**src/rtl/ep_mode_ctrl.sv**
```systemverilog
module ep_mode_ctrl #(
  parameter int MODE_W = 4
) (
  input  logic              clk,
  input  logic              rst_n,
  input  logic              tok_valid,
  input  logic [1:0]        tok_kind,
  input  logic              mode_we,
  input  logic [MODE_W-1:0] mode_wdata,
  input  logic              is_ctrl,
  input  logic              stall_bit,
  output logic              resp_valid,
  output logic [2:0]        resp,
  output logic [MODE_W-1:0] mode
);
  localparam logic [1:0] K_SETUP = 2'd0, K_IN = 2'd1, K_OUT = 2'd2;
  localparam logic [2:0] R_IGN = 3'd0, R_NAK = 3'd1, R_ACK = 3'd2,
                         R_STL = 3'd3, R_DAT = 3'd4;

  logic [2:0] r_in, r_out, r_nxt;
  logic       setup_ok;
  logic [MODE_W-1:0] m_nxt;
  logic       stall_ne;

  assign stall_ne = stall_bit && !is_ctrl;

  always_comb begin
    r_in = R_IGN; r_out = R_IGN; setup_ok = 1'b0;
    case (mode)
      4'b0001: begin r_in = R_NAK; r_out = R_NAK; setup_ok = 1'b1; end
      4'b0010: begin r_in = R_STL; r_out = R_ACK; setup_ok = 1'b1; end
      4'b0011: begin r_in = R_STL; r_out = R_STL; setup_ok = 1'b1; end
      4'b0100: setup_ok = 1'b1;
      4'b0110: begin r_in = R_DAT; r_out = R_STL; setup_ok = 1'b1; end
      4'b1000: r_out = R_NAK;
      4'b1001: begin r_out = R_ACK; r_in = stall_ne ? R_STL : R_IGN; end
      4'b1010: begin r_in = R_DAT; r_out = R_NAK; setup_ok = 1'b1; end
      4'b1011: begin r_in = R_NAK; r_out = R_ACK; setup_ok = 1'b1; end
      4'b1100: r_in = R_NAK;
      4'b1101: begin r_in = R_DAT; r_out = stall_ne ? R_STL : R_IGN; end
      4'b1110: begin r_in = R_NAK; r_out = R_ACK; setup_ok = 1'b1; end
      4'b1111: begin r_in = R_DAT; r_out = R_ACK; setup_ok = 1'b1; end
      default: ;
    endcase
  end

  always_comb begin
    case (tok_kind)
      K_SETUP: r_nxt = (setup_ok && is_ctrl) ? R_ACK : R_IGN;
      K_IN:    r_nxt = r_in;
      K_OUT:   r_nxt = r_out;
      default: r_nxt = R_IGN;
    endcase
  end

  always_comb begin
    m_nxt = mode;
    if (tok_valid) begin
      if (tok_kind == K_SETUP && setup_ok && is_ctrl) m_nxt = 4'b0001;
      else if (tok_kind == K_OUT && mode == 4'b1001)  m_nxt = 4'b1000;
      else if (tok_kind == K_OUT && mode == 4'b1011)  m_nxt = 4'b0001;
      else if (tok_kind == K_IN  && mode == 4'b1101)  m_nxt = 4'b1100;
      else if (tok_kind == K_IN  && mode == 4'b1111)  m_nxt = 4'b1110;
    end
    if (mode_we) m_nxt = mode_wdata;
  end

  always_ff @(posedge clk) begin
    if (!rst_n) begin
      mode       <= '0;
      resp_valid <= 1'b0;
      resp       <= R_IGN;
    end else begin
      mode       <= m_nxt;
      resp_valid <= tok_valid;
      resp       <= tok_valid ? r_nxt : R_IGN;
    end
  end
endmodule


```
**config.mk**
```make
export PLATFORM = sky130hd
export DESIGN_NAME = ep_mode_ctrl
export DESIGN_NICKNAME = d
export VERILOG_FILES = /design/src/rtl/ep_mode_ctrl.sv
export SDC_FILE = /design/constraint.sdc
export NUM_CORES = 1
export LEC_CHECK = 0
export ABC_AREA = 1
export CAP_MARGIN = 20
export CORE_AREA = 2 2 39 41
export DETAILED_ROUTE_END_ITERATION = 7
export DIE_AREA = 0 0 41 43
export DONT_BUFFER_PORTS = 1
export GPL_TIMING_DRIVEN = 0
export PLACE_DENSITY = 0.62
export REMOVE_ABC_BUFFERS = 1
export SLEW_MARGIN = 20
export SYNTH_ARGS = -nofsm -noshare
export SYNTH_HDL_FRONTEND = slang
export SYNTH_SLANG_ARGS = --single-unit
```
**constraint.sdc**
```tcl
create_clock -name clk -period 1.45 [get_ports clk]
set_input_delay 0.435 -clock clk [delete_from_list [all_inputs] [get_ports clk]]
set_output_delay 0.435 -clock clk [all_outputs]
set_load 0.1 [all_outputs]
```
## Word level (Yosys, flattened, before mapping)

Cells that the tools add are included.

| storage, ports and cells | value |
|---|---|
| bits in registers | 8 |
| input port bits | 12 |
| output and inout port bits | 8 |
| logic and storage cells | 52 |

| cells by class | value |
|---|---|
| equal/unequal tests | 15 |
| mux-type cells | 13 |
| reduce and logical (&&, ||, !) cells | 21 |

Operator list:

| kind | number |
|---|---|
| 4-bit == test (second input constant) | 8 |
| 4-bit two-way mux | 7 |
| 3-bit case mux with 4 select lines | 1 |
| 3-bit case mux with 3 select lines | 1 |
| 9-bit OR reduction | 1 |
| 4-bit by 2-bit == test with 1-bit output (second input constant) | 2 |
| 4-bit by 3-bit == test with 1-bit output (second input constant) | 2 |
| 1-bit logical AND | 8 |
| 2-bit case mux with 4 select lines | 1 |
| 4-bit OR reduction | 2 |
| 6-bit nonzero test | 1 |
| 5-bit OR reduction | 1 |
| 4-bit by 1-bit == test with 1-bit output (second input constant) | 1 |
| 2-bit two-way mux | 2 |
| 2-bit AND reduction | 2 |
| 2-bit OR reduction | 2 |
| 3-bit OR reduction | 1 |
| 2-bit by 1-bit == test with 1-bit output (second input constant) | 1 |
| 2-bit == test (second input constant) | 1 |
| 2-bit zero test | 1 |
| 2-bit nonzero test | 1 |
| 1-bit zero test | 1 |
| 1-bit two-way mux | 1 |

## Longest topological paths before layout

Gate-level depths: netlist (run 1).

| logic depth | value |
|---|---|
| depth in word-level cells | 9 |
| depth in mapped cells | 11 |
| mapped depth without buffers | 11 |

## Worst setup path after synthesis (run 1)

No wires, ideal clock.

| timing path | value |
|---|---|
| path kind | reg2reg |
| from | reg mode[0] |
| to | reg mode[1] |
| library setup time | 113 ps |
| arrival time | 1835 ps |
| data required time | 1337 ps |
| path slack | -498 ps |
| stages on the path, launching flop included | 11 |
| buffers on the path | 1 |
| clock period less this slack | 1948 ps |
| path through | dfxtp_1 -> buf_6 -> nand2_1 -> nor2_2 -> nand2_1 -> nand2_1 -> inv_2 -> nand4_2 -> nand2_2 -> nor2_1 -> nor2_1 |

| on the way | value |
|---|---|
| longest elaborated chain between the ends | 8 |

Ends and longest elaborated chain:

| element | RTL line | RTL |
|---|---|---|
| start, declared | 14 | `output logic [MODE_W-1:0] mode` |
| start signal, assigned | 74 | `mode <= m_nxt;` |
| 4-bit == test (tied with other cells) | 29, 61 |  |
| 9-bit OR reduction (no source line) or 1-bit logical AND (tied branches) | n/a |  |
| 1-bit two-way mux or 4-bit two-way mux (tied branches) | 29, 62 |  |
| 1-bit logical AND or 4-bit two-way mux (tied branches) | 59, 61 |  |
| 1-bit logical AND or 4-bit two-way mux (tied branches) | 59, 60 |  |
| 4-bit two-way mux | 59 | `if (tok_kind == K_SETUP && setup_ok && is_ctrl) m_nxt = 4'b0001;` |
| 4-bit two-way mux | 58 | `if (tok_valid) begin` |
| 4-bit two-way mux | 65 | `if (mode_we) m_nxt = mode_wdata;` |

Parallel ways exist; a longest one is shown, timed or not. The select of a mux whose other input is x is not followed.
A chain may end at the register's enable or synchronous reset.

## Worst setup path in the final report (run 1)

| timing path | value |
|---|---|
| from | reg mode[3] |
| to | reg mode[3] |

Same word-level chain as after synthesis.

==> impl_metrics.json, run 1 <==
{
  "synth.avg_cell_area_sq_um": 5.95,
  "ant_nets": 0,
  "end_kind": "flip-flop",
  "die_h_microns": 43,
  "multi_input_area_sq_um": 458,
  "irDropWorstVdd_mv": 0.687,
  "clk_path_buf_depth": 2,
  "hold_slack_ps": 297,
  "grt_pass1_vias": 612,
  "cap_violations": 0,
  "path_depth": 11,
  "cts_num_sinks": 8,
  "crit_arrival_ps": 1620,
  "clk_pin_slew_ps": 50,
  "run_status": "complete, but fails checks",
  "finalCritPeriodShare": 1.02,
  "syn_inst": 102,
  "drtIter0Drc": 24,
  "start_kind": "flip-flop",
  "seq_area_frac_synth": 0.264,
  "synth_xor_area_frac": 0,
  "path_cells": "inv_4 -> nand2_4 -> nor2_4 -> nor2_4 -> nand2_4 -> nand2_2 -> nand2_2 -> nand2_1 -> nand3_1 -> nand2_1 -> nor2_2",
  "grt_pass1_wl_microns": 2380,
  "rows": 14,
  "yosysWarnings": 0,
  "crit_buf_inv": 1,
  "viasPerCell": 5.49,
  "overflow": 0,
  "drcViolationCount": 0,
  "ios": 20,
  "initial_core_util": 0.439,
  "slew_violations": 0,
  "setup_tns_ps": -46.4,
  "violations": "setup timing",
  "grt_max_degree": 8,
  "hold_class": "in -> reg",
  "p_leak_uw": 0.000344,
  "fin_skew_ps": 1.62,
  "setup_viol": 3,
  "vias": 670,
  "stdcell_area_sq_um": 759,
  "nets": 120,
  "area_growth_pct": 25.2,
  "synth_mux_area_frac": 0,
  "die_w_microns": 41,
  "layout.area.seq_sq_um": 180,
  "final_cell_mix": "nand2_1, inv_1, nor2_1, nand3_1, nand2_2",
  "core_area_sq_mm": 0.00138,
  "dpl_worst_slack_ps": -662,
  "dpl.hpwl_microns": 1070,
  "crit_slowest_cell": "dfxtp_4",
  "whs_path_depth": 2,
  "first_pass_iters": 4,
  "synth_compound_area_frac": 0.118,
  "crit_family": "simple AND/OR/NAND/NOR gates",
  "clkLatencyLatePin_ps": 250,
  "reg2reg_depth": 11,
  "synthAdderAreaFrac": 0,
  "synth.distinct_cells": 22,
  "fmax_ghz": 0.675,
  "diodes": 0,
  "antenna_found_initial": 0,
  "wl_per_cell_microns": 12.2,
  "final_common_cell": "nand2_1",
  "place_area_sq_um": 612,
  "grtUsageTotal": 0.196,
  "crit_required_ps": 1590,
  "dieArea_sq_mm": 0.00176,
  "worstMarginPinSlew_ps": 502,
  "worst_path_largest_cell_delay_ps": 600,
  "nFillCells": 146,
  "wirelength_microns": 1490,
  "cts_buffers": 3,
  "drive_above_1_share": 0.415,
  "finalHoldViolCount": 0,
  "slew_headroom": 0.666,
  "crit_type": "reg -> reg",
  "synth_top_family_by_area": "simple AND/OR/NAND/NOR gates",
  "fin_ws_ps": -31.7,
  "period_minus_slack_ps": 1480,
  "synthSimpleGateAreaFrac": 0.501,
  "ctsRootBufferMaster": "clkbuf_4",
  "synthesis.area_sq_um": 607,
  "cts_tree": "yes",
  "synth_seq_cells": 8,
  "io_buffer_count": 0,
  "gp_congestion": 0.810,
  "postCtsHoldBufs": 0,
  "power_density_mw_per_mm2": 904,
  "htreeDepth": 1,
  "rsz0062_at_grt": "yes",
  "critPathMaxFanout": 7
}
routing by layer:
| metal | global-route usage | vias up | wire [microns] |
|---|---|---|---|
| li1 | - | 337 | - |
| met1 | 0.235 | 302 | 593 |
| met2 | 0.313 | 31 | 779 |
| met3 | 0.0995 | 0 | 113 |
| met4 | 0.0200 | 0 | 0 |
| met5 | 0 | - | 0 |
what timing repair did:
| item | 4_1_cts | 5_1_grt |
|---|---|---|
| hold endpoints to repair | 0 | 0 |
| cloned | 0 | 0 |
| resized for setup | 25 | 12 |
| setup endpoints to repair | 15 | 6 |
| pin swaps | 2 | 7 |
| buffers inserted | 2 | 1 |
through the flow:
step	util	cells	power, uW
floorplan	-	100	459
global placement	0.441	116	485
detailed placement	0.442	116	484
CTS	0.519	121	677
global route	0.549	122	734
finish	0.549	122	686
flip-flops by register name (all words and copies together) (netlist names):
signal      cells
mode            4
resp            3
resp_valid      1
power breakdown:
part | switching (uW) | internal (uW)
Combinational | 103 | 60.5
Clock | 65.5 | 94.0
Sequential | 128 | 236
Total | 296 | 390
cells in the mapped netlist:
master | instances | area share
inv_1 | 10 | 0.062
dfxtp_1 | 8 | 0.26
nor4_1 | 1 | 0.010
nand3_2 | 1 | 0.016
nor3_1 | 1 | 0.0082
nand2_1 | 27 | 0.17
nor2_2 | 3 | 0.031
buf_2 | 1 | 0.0082
nand4_1 | 2 | 0.021
nand3_1 | 9 | 0.074
buf_6 | 1 | 0.019
o221ai_1 | 1 | 0.014
o211ai_1 | 1 | 0.012
nor2_1 | 13 | 0.080
o21ai_0 | 3 | 0.025
a21oi_1 | 6 | 0.049
nand2_2 | 5 | 0.052
inv_4 | 1 | 0.010
or2_2 | 2 | 0.021
inv_2 | 3 | 0.019
o21ai_1 | 2 | 0.016
nand4_2 | 1 | 0.021
worst paths after layout:
check	start	slack [ps]	to
worst min-delay path	rst_n	300	mode[1]$_SDFFE_PN0P_
worst min register to register	mode[2]$_SDFFE_PN0P_	680	mode[2]$_SDFFE_PN0P_
worst max-delay path	mode[3]$_SDFFE_PN0P_	-30	mode[3]$_SDFFE_PN0P_
worst max register to register	mode[3]$_SDFFE_PN0P_	-30	mode[3]$_SDFFE_PN0P_
logic make-up after synthesis:
family / count (synthesis)
AO/OA/AOI/OAI: 13
buffers and inverters: 16
flip-flops: 8
AND/OR/NAND/NOR: 65
area by class of cell:
| class | count | area share |
|---|---|---|
| Timing Repair Buffer | 3 | 0.0247 |
| Multi-Input combinational cell | 78 | 0.603 |
| Inverter | 14 | 0.0791 |
| Clock buffer | 3 | 0.0297 |
| Sequential cell | 8 | 0.237 |
| Tap cell | 16 | 0.0264 |
Note: power is estimated with default switching activity, not from simulation.
==> run 2, diff against run 1 <==
==> constraint.sdc (replaced) <==
create_clock -name clk -period 1.45 [get_ports clk]
set_input_delay 0.435 -clock clk [delete_from_list [all_inputs] [get_ports clk]]
set_output_delay 0.435 -clock clk [all_outputs]
set_load 0.01 [all_outputs]
==> run 2 against run 1 <==
- the flow now finishes without violations
- worst setup slack improved by 190 ps
- clock skew about the same
- largest cell class unchanged
- global-route usage decreased by 0.99 points
==> impl_metrics.json, run 2 (same netlist as run 1, synthesis figures left out) <==
{
  "setup_viol": 0,
  "first_pass_iters": 6,
  "crit_arrival_ps": 1430,
  "viasPerCell": 5.33,
  "final_cell_mix": "nand2_1, nor2_1, inv_1",
  "power_density_mw_per_mm2": 843,
  "rows": 14,
  "slew_headroom": 0.773,
  "initial_core_util": 0.439,
  "die_h_microns": 43,
  "finalHoldViolCount": 0,
  "cts_tree": "yes",
  "vias": 639,
  "critPathMaxFanout": 7,
  "area_growth_pct": 8.87,
  "clkLatencyLatePin_ps": 250,
  "wirelength_microns": 1380,
  "grt_max_degree": 10,
  "hold_class": "in -> reg",
  "clk_path_buf_depth": 2,
  "nets": 118,
  "end_kind": "flip-flop",
  "grtUsageTotal": 0.186,
  "slew_violations": 0,
  "postCtsHoldBufs": 0,
  "drtIter0Drc": 13,
  "antenna_found_initial": 0,
  "die_w_microns": 41,
  "drive_above_1_share": 0.260,
  "crit_required_ps": 1590,
  "nFillCells": 157,
  "place_area_sq_um": 611,
  "fin_ws_ps": 155,
  "dieArea_sq_mm": 0.00176,
  "cts_buffers": 3,
  "cap_violations": 0,
  "htreeDepth": 1,
  "start_kind": "flip-flop",
  "drcViolationCount": 0,
  "grt_pass1_vias": 580,
  "finalCritPeriodShare": 0.893,
  "regMostFlops": "mode",
  "fmax_ghz": 0.772,
  "fin_skew_ps": 2.04,
  "io_buffer_count": 0,
  "gp_congestion": 0.810,
  "grt_pass1_wl_microns": 2260,
  "ctsRootBufferMaster": "clkbuf_4",
  "largest_reg_flops": 4,
  "period_minus_slack_ps": 1300,
  "ios": 20,
  "place_inst": 116,
  "stdcell_count": 120,
  "reg_top3": "mode: 4 flops, resp: 3 flops, resp_valid: 1 flops",
  "clk_pin_slew_ps": 50,
  "crit_type": "reg -> reg",
  "overflow": 0,
  "cts_num_sinks": 8,
  "irDropWorstVdd_mv": 0.562,
  "run_status": "finished clean",
  "hold_slack_ps": 299,
  "diodes": 0,
  "final_common_cell": "nand2_1",
  "worstMarginPinSlew_ps": 339,
  "wl_per_cell_microns": 11.5,
  "dpl.hpwl_microns": 1070,
  "p_leak_uw": 0.000310,
  "core_area_sq_mm": 0.00138,
  "rsz0062_at_grt": "no",
  "setup_tns_ps": 0,
  "dpl_worst_slack_ps": -106,
  "stdcell_area_sq_um": 661,
  "ant_nets": 0,
  "layout.area.seq_sq_um": 173,
  "multi_input_area_sq_um": 385
}
-- run 2: timing repair --
| action | CTS | global route |
|---|---|---|
| resized for setup | 1 | 9 |
| hold endpoints to repair | 0 | 0 |
| buffers inserted | 0 | 1 |
| endpoints found under the setup margin | 4 | 6 |
| pin swaps | 0 | 0 |
-- run 2: routing by layer --
metal	vias to the layer above	track usage	routed length (microns)
li1	334	-	-
met5	-	0	0
met2	26	0.284	694
met4	0	0.0200	0
met3	0	0.0942	108
met1	279	0.236	578
-- run 2: path summary, 6_finish.rpt --
path / from / end / cells after the start / slack (ps)
setup / recovery: mode[2]$_SDFFE_PN0P_ / mode[1]$_SDFFE_PN0P_ / 10 / 150
hold / removal: rst_n / mode[1]$_SDFFE_PN0P_ / 2 / 300
setup reg to reg: mode[2]$_SDFFE_PN0P_ / mode[1]$_SDFFE_PN0P_ / 10 / 150
hold reg to reg: mode[2]$_SDFFE_PN0P_ / mode[2]$_SDFFE_PN0P_ / 2 / 540
-- run 2: report_power, final --
| part | internal [uW] | leakage, uW | switching [uW] |
|---|---|---|---|
| clock | 94.1 | 0.0000138 | 66.3 |
| combinational | 47.1 | 0.000228 | 84.6 |
| sequential | 235 | 0.0000679 | 29.6 |
| total | 376 | 0.000310 | 180 |
-- run 2: worst max-delay path: stages, from the launching register on --
cell,delay (ps)
dfxtp_4,380
inv_2,70
nand2_2,70
nor2_2,120
nand2_1,90
nand2_1,80
inv_2,50
nand4_2,90
nand2_2,80
nor2_2,110
nor2_1,50
-- run 2: cell type report --
type | count | share of cell area
flip-flops and latches | 8 | 0.261
inverters | 14 | 0.0833
repair buffers | 1 | 0.00758
clock buffers | 3 | 0.0341
well taps | 16 | 0.0303
multi-input cells | 78 | 0.583
-- run 2: metrics by stage --
stage | util | total power (uW)
finish | 0.477 | 557
global route | 0.477 | 604
CTS | 0.458 | 555
detailed placement | 0.441 | 391
global placement | 0.441 | 392
floorplan | - | 366
==> run 3, diff against run 2 <==
PLACE_DENSITY = unset   (was 0.62)
PLACE_DENSITY_LB_ADDON = 0.25   (was unset)
==> run 3 against run 2 <==
- count of clock-buffer cells in the layout is the same
- global-route usage shrank 0.85 points
- critical endpoint unchanged
- routed wire length shrank 4.5%
- maximum frequency shrank 2.6%
- non-clock buffer count shrank 1
- highest routed layer unchanged
==> impl_metrics.json, run 3 (same netlist as run 1, synthesis figures left out) <==
{
  "dpl_worst_slack_ps": -65.3,
  "regMostFlops": "mode",
  "slew_violations": 0,
  "die_w_microns": 41,
  "grt_pass1_wl_microns": 2200,
  "period_minus_slack_ps": 1330,
  "finalHoldViolCount": 0,
  "worst_path_largest_cell_delay_ps": 410,
  "initial_core_util": 0.439,
  "cts-resized-gates": 1,
  "irDropWorstVdd_mv": 0.404,
  "ctsRootBufferMaster": "clkbuf_4",
  "crit_required_ps": 1580,
  "end_kind": "flip-flop",
  "grt_max_degree": 10,
  "rows": 14,
  "first_pass_iters": 4,
  "power_uw": 547,
  "hold_class": "in -> reg",
  "start_kind": "flip-flop",
  "grtUsageTotal": 0.178,
  "post-route-util": 0.468,
  "crit_slowest_cell": "dfxtp_4",
  "dpl.hpwl_microns": 1110,
  "reg2reg_slack_ps": 120,
  "worstMarginPinSlew_ps": 362,
  "gp_congestion": 0.782,
  "cts_tree": "yes",
  "reg_top3": "mode: 4 flops, resp: 3 flops, resp_valid: 1 flops",
  "path_cells": "inv_4 -> nor2_1 -> nand3_1 -> nand2_1 -> inv_2 -> nand4_2 -> nand2_2 -> nor2_1 -> nor2_1",
  "postCtsHoldBufs": 0,
  "cap_violations": 0,
  "p_leak_uw": 0.000305,
  "finalCritPeriodShare": 0.917,
  "clk_pin_slew_ps": 50,
  "drive_above_1_share": 0.233,
  "final_common_cell": "nand2_1",
  "htreeDepth": 1,
  "crit_arrival_ps": 1460,
  "rsz0062_at_grt": "no",
  "ios": 20,
  "drtIter0Drc": 20,
  "crit_type": "reg -> reg",
  "wirelength_microns": 1320,
  "vias": 622,
  "critPathMaxFanout": 9,
  "area_growth_pct": 6.80,
  "nets": 117,
  "diodes": 0,
  "die_h_microns": 43,
  "dieArea_sq_mm": 0.00176,
  "viasPerCell": 5.23,
  "wl_per_cell_microns": 11.1,
  "fin_skew_ps": 0.682,
  "antenna_found_initial": 0,
  "drcViolationCount": 0,
  "slew_headroom": 0.758,
  "run_status": "finished clean",
  "setup_viol": 0,
  "postCtsSetupBuffers": 0,
  "clkLatencyLatePin_ps": 240,
  "final_cell_mix": "nand2_1, nor2_1, inv_1",
  "overflow": 0,
  "power_density_mw_per_mm2": 844,
  "cts_num_sinks": 8,
  "stdcell_area_sq_um": 648,
  "largest_reg_flops": 4,
  "io_buffer_count": 0,
  "cp_common_cell": "nor2_1",
  "fin_ws_ps": 120,
  "clk_path_buf_depth": 2,
  "core_area_sq_mm": 0.00138,
  "ant_nets": 0,
  "place_area_sq_um": 611,
  "fmax_ghz": 0.752,
  "grt_pass1_vias": 565,
  "cts_buffers": 3
}
-- run 3: cell types whose count changed in the layout (fill, tap and decap cells not counted), sizes merged --
cell and change:
clkbuf -1
-- run 3: metal layers --
metal  wire length [microns]  vias to the layer above  global-route usage  part of all wire
met3                     115                        0              0.0681             0.087
met1                     579                      265               0.219              0.44
li1                        -                      335                   -                 -
met2                     624                       22               0.281              0.47
met5                       0                        -                   0                 0
met4                       0                        0              0.0400                 0
-- run 3: through the flow --
stage / hold WS, ps / setup TNS [ps] / cells
6_report: 310 / 0 / 119
5_1_grt: 302 / 0 / 119
4_1_cts: 303 / 0 / 119
3_5_place_dp: 568 / -124 / 116
3_3_place_gp: 568 / -159 / 116
2_1_floorplan: 556 / 0 / 100
-- run 3: worst paths after layout --
path,startpoint,to,cells after the start
worst max-delay path,mode[0]$_SDFFE_PN0P_,mode[1]$_SDFFE_PN0P_,9
worst min-delay path,rst_n,mode[2]$_SDFFE_PN0P_,2
worst min register to register,mode[2]$_SDFFE_PN0P_,mode[2]$_SDFFE_PN0P_,2
worst max register to register,mode[0]$_SDFFE_PN0P_,mode[1]$_SDFFE_PN0P_,9
-- run 3: power breakdown --
group,switching [uW],total (uW),internal (uW)
Clock,61.8,156,93.8
Sequential,29.8,266,236
Combinational,81.0,126,44.9
Total,173,547,374
-- run 3: layout make-up --
cell class / instances / area [sq um]
clock buffers: 3 / 22.5
fillers: 151 / 736
multi-input cells: 78 / 380
flip-flops and latches: 8 / 170
inverters: 14 / 55.1
well taps: 16 / 20.0
-- run 3: critical path: cells and delay by family (launching register included) --
kind	cells	cell delay, ps
and+or+nand+nor	7	690
buffers and inverters	2	110
DFF	1	410
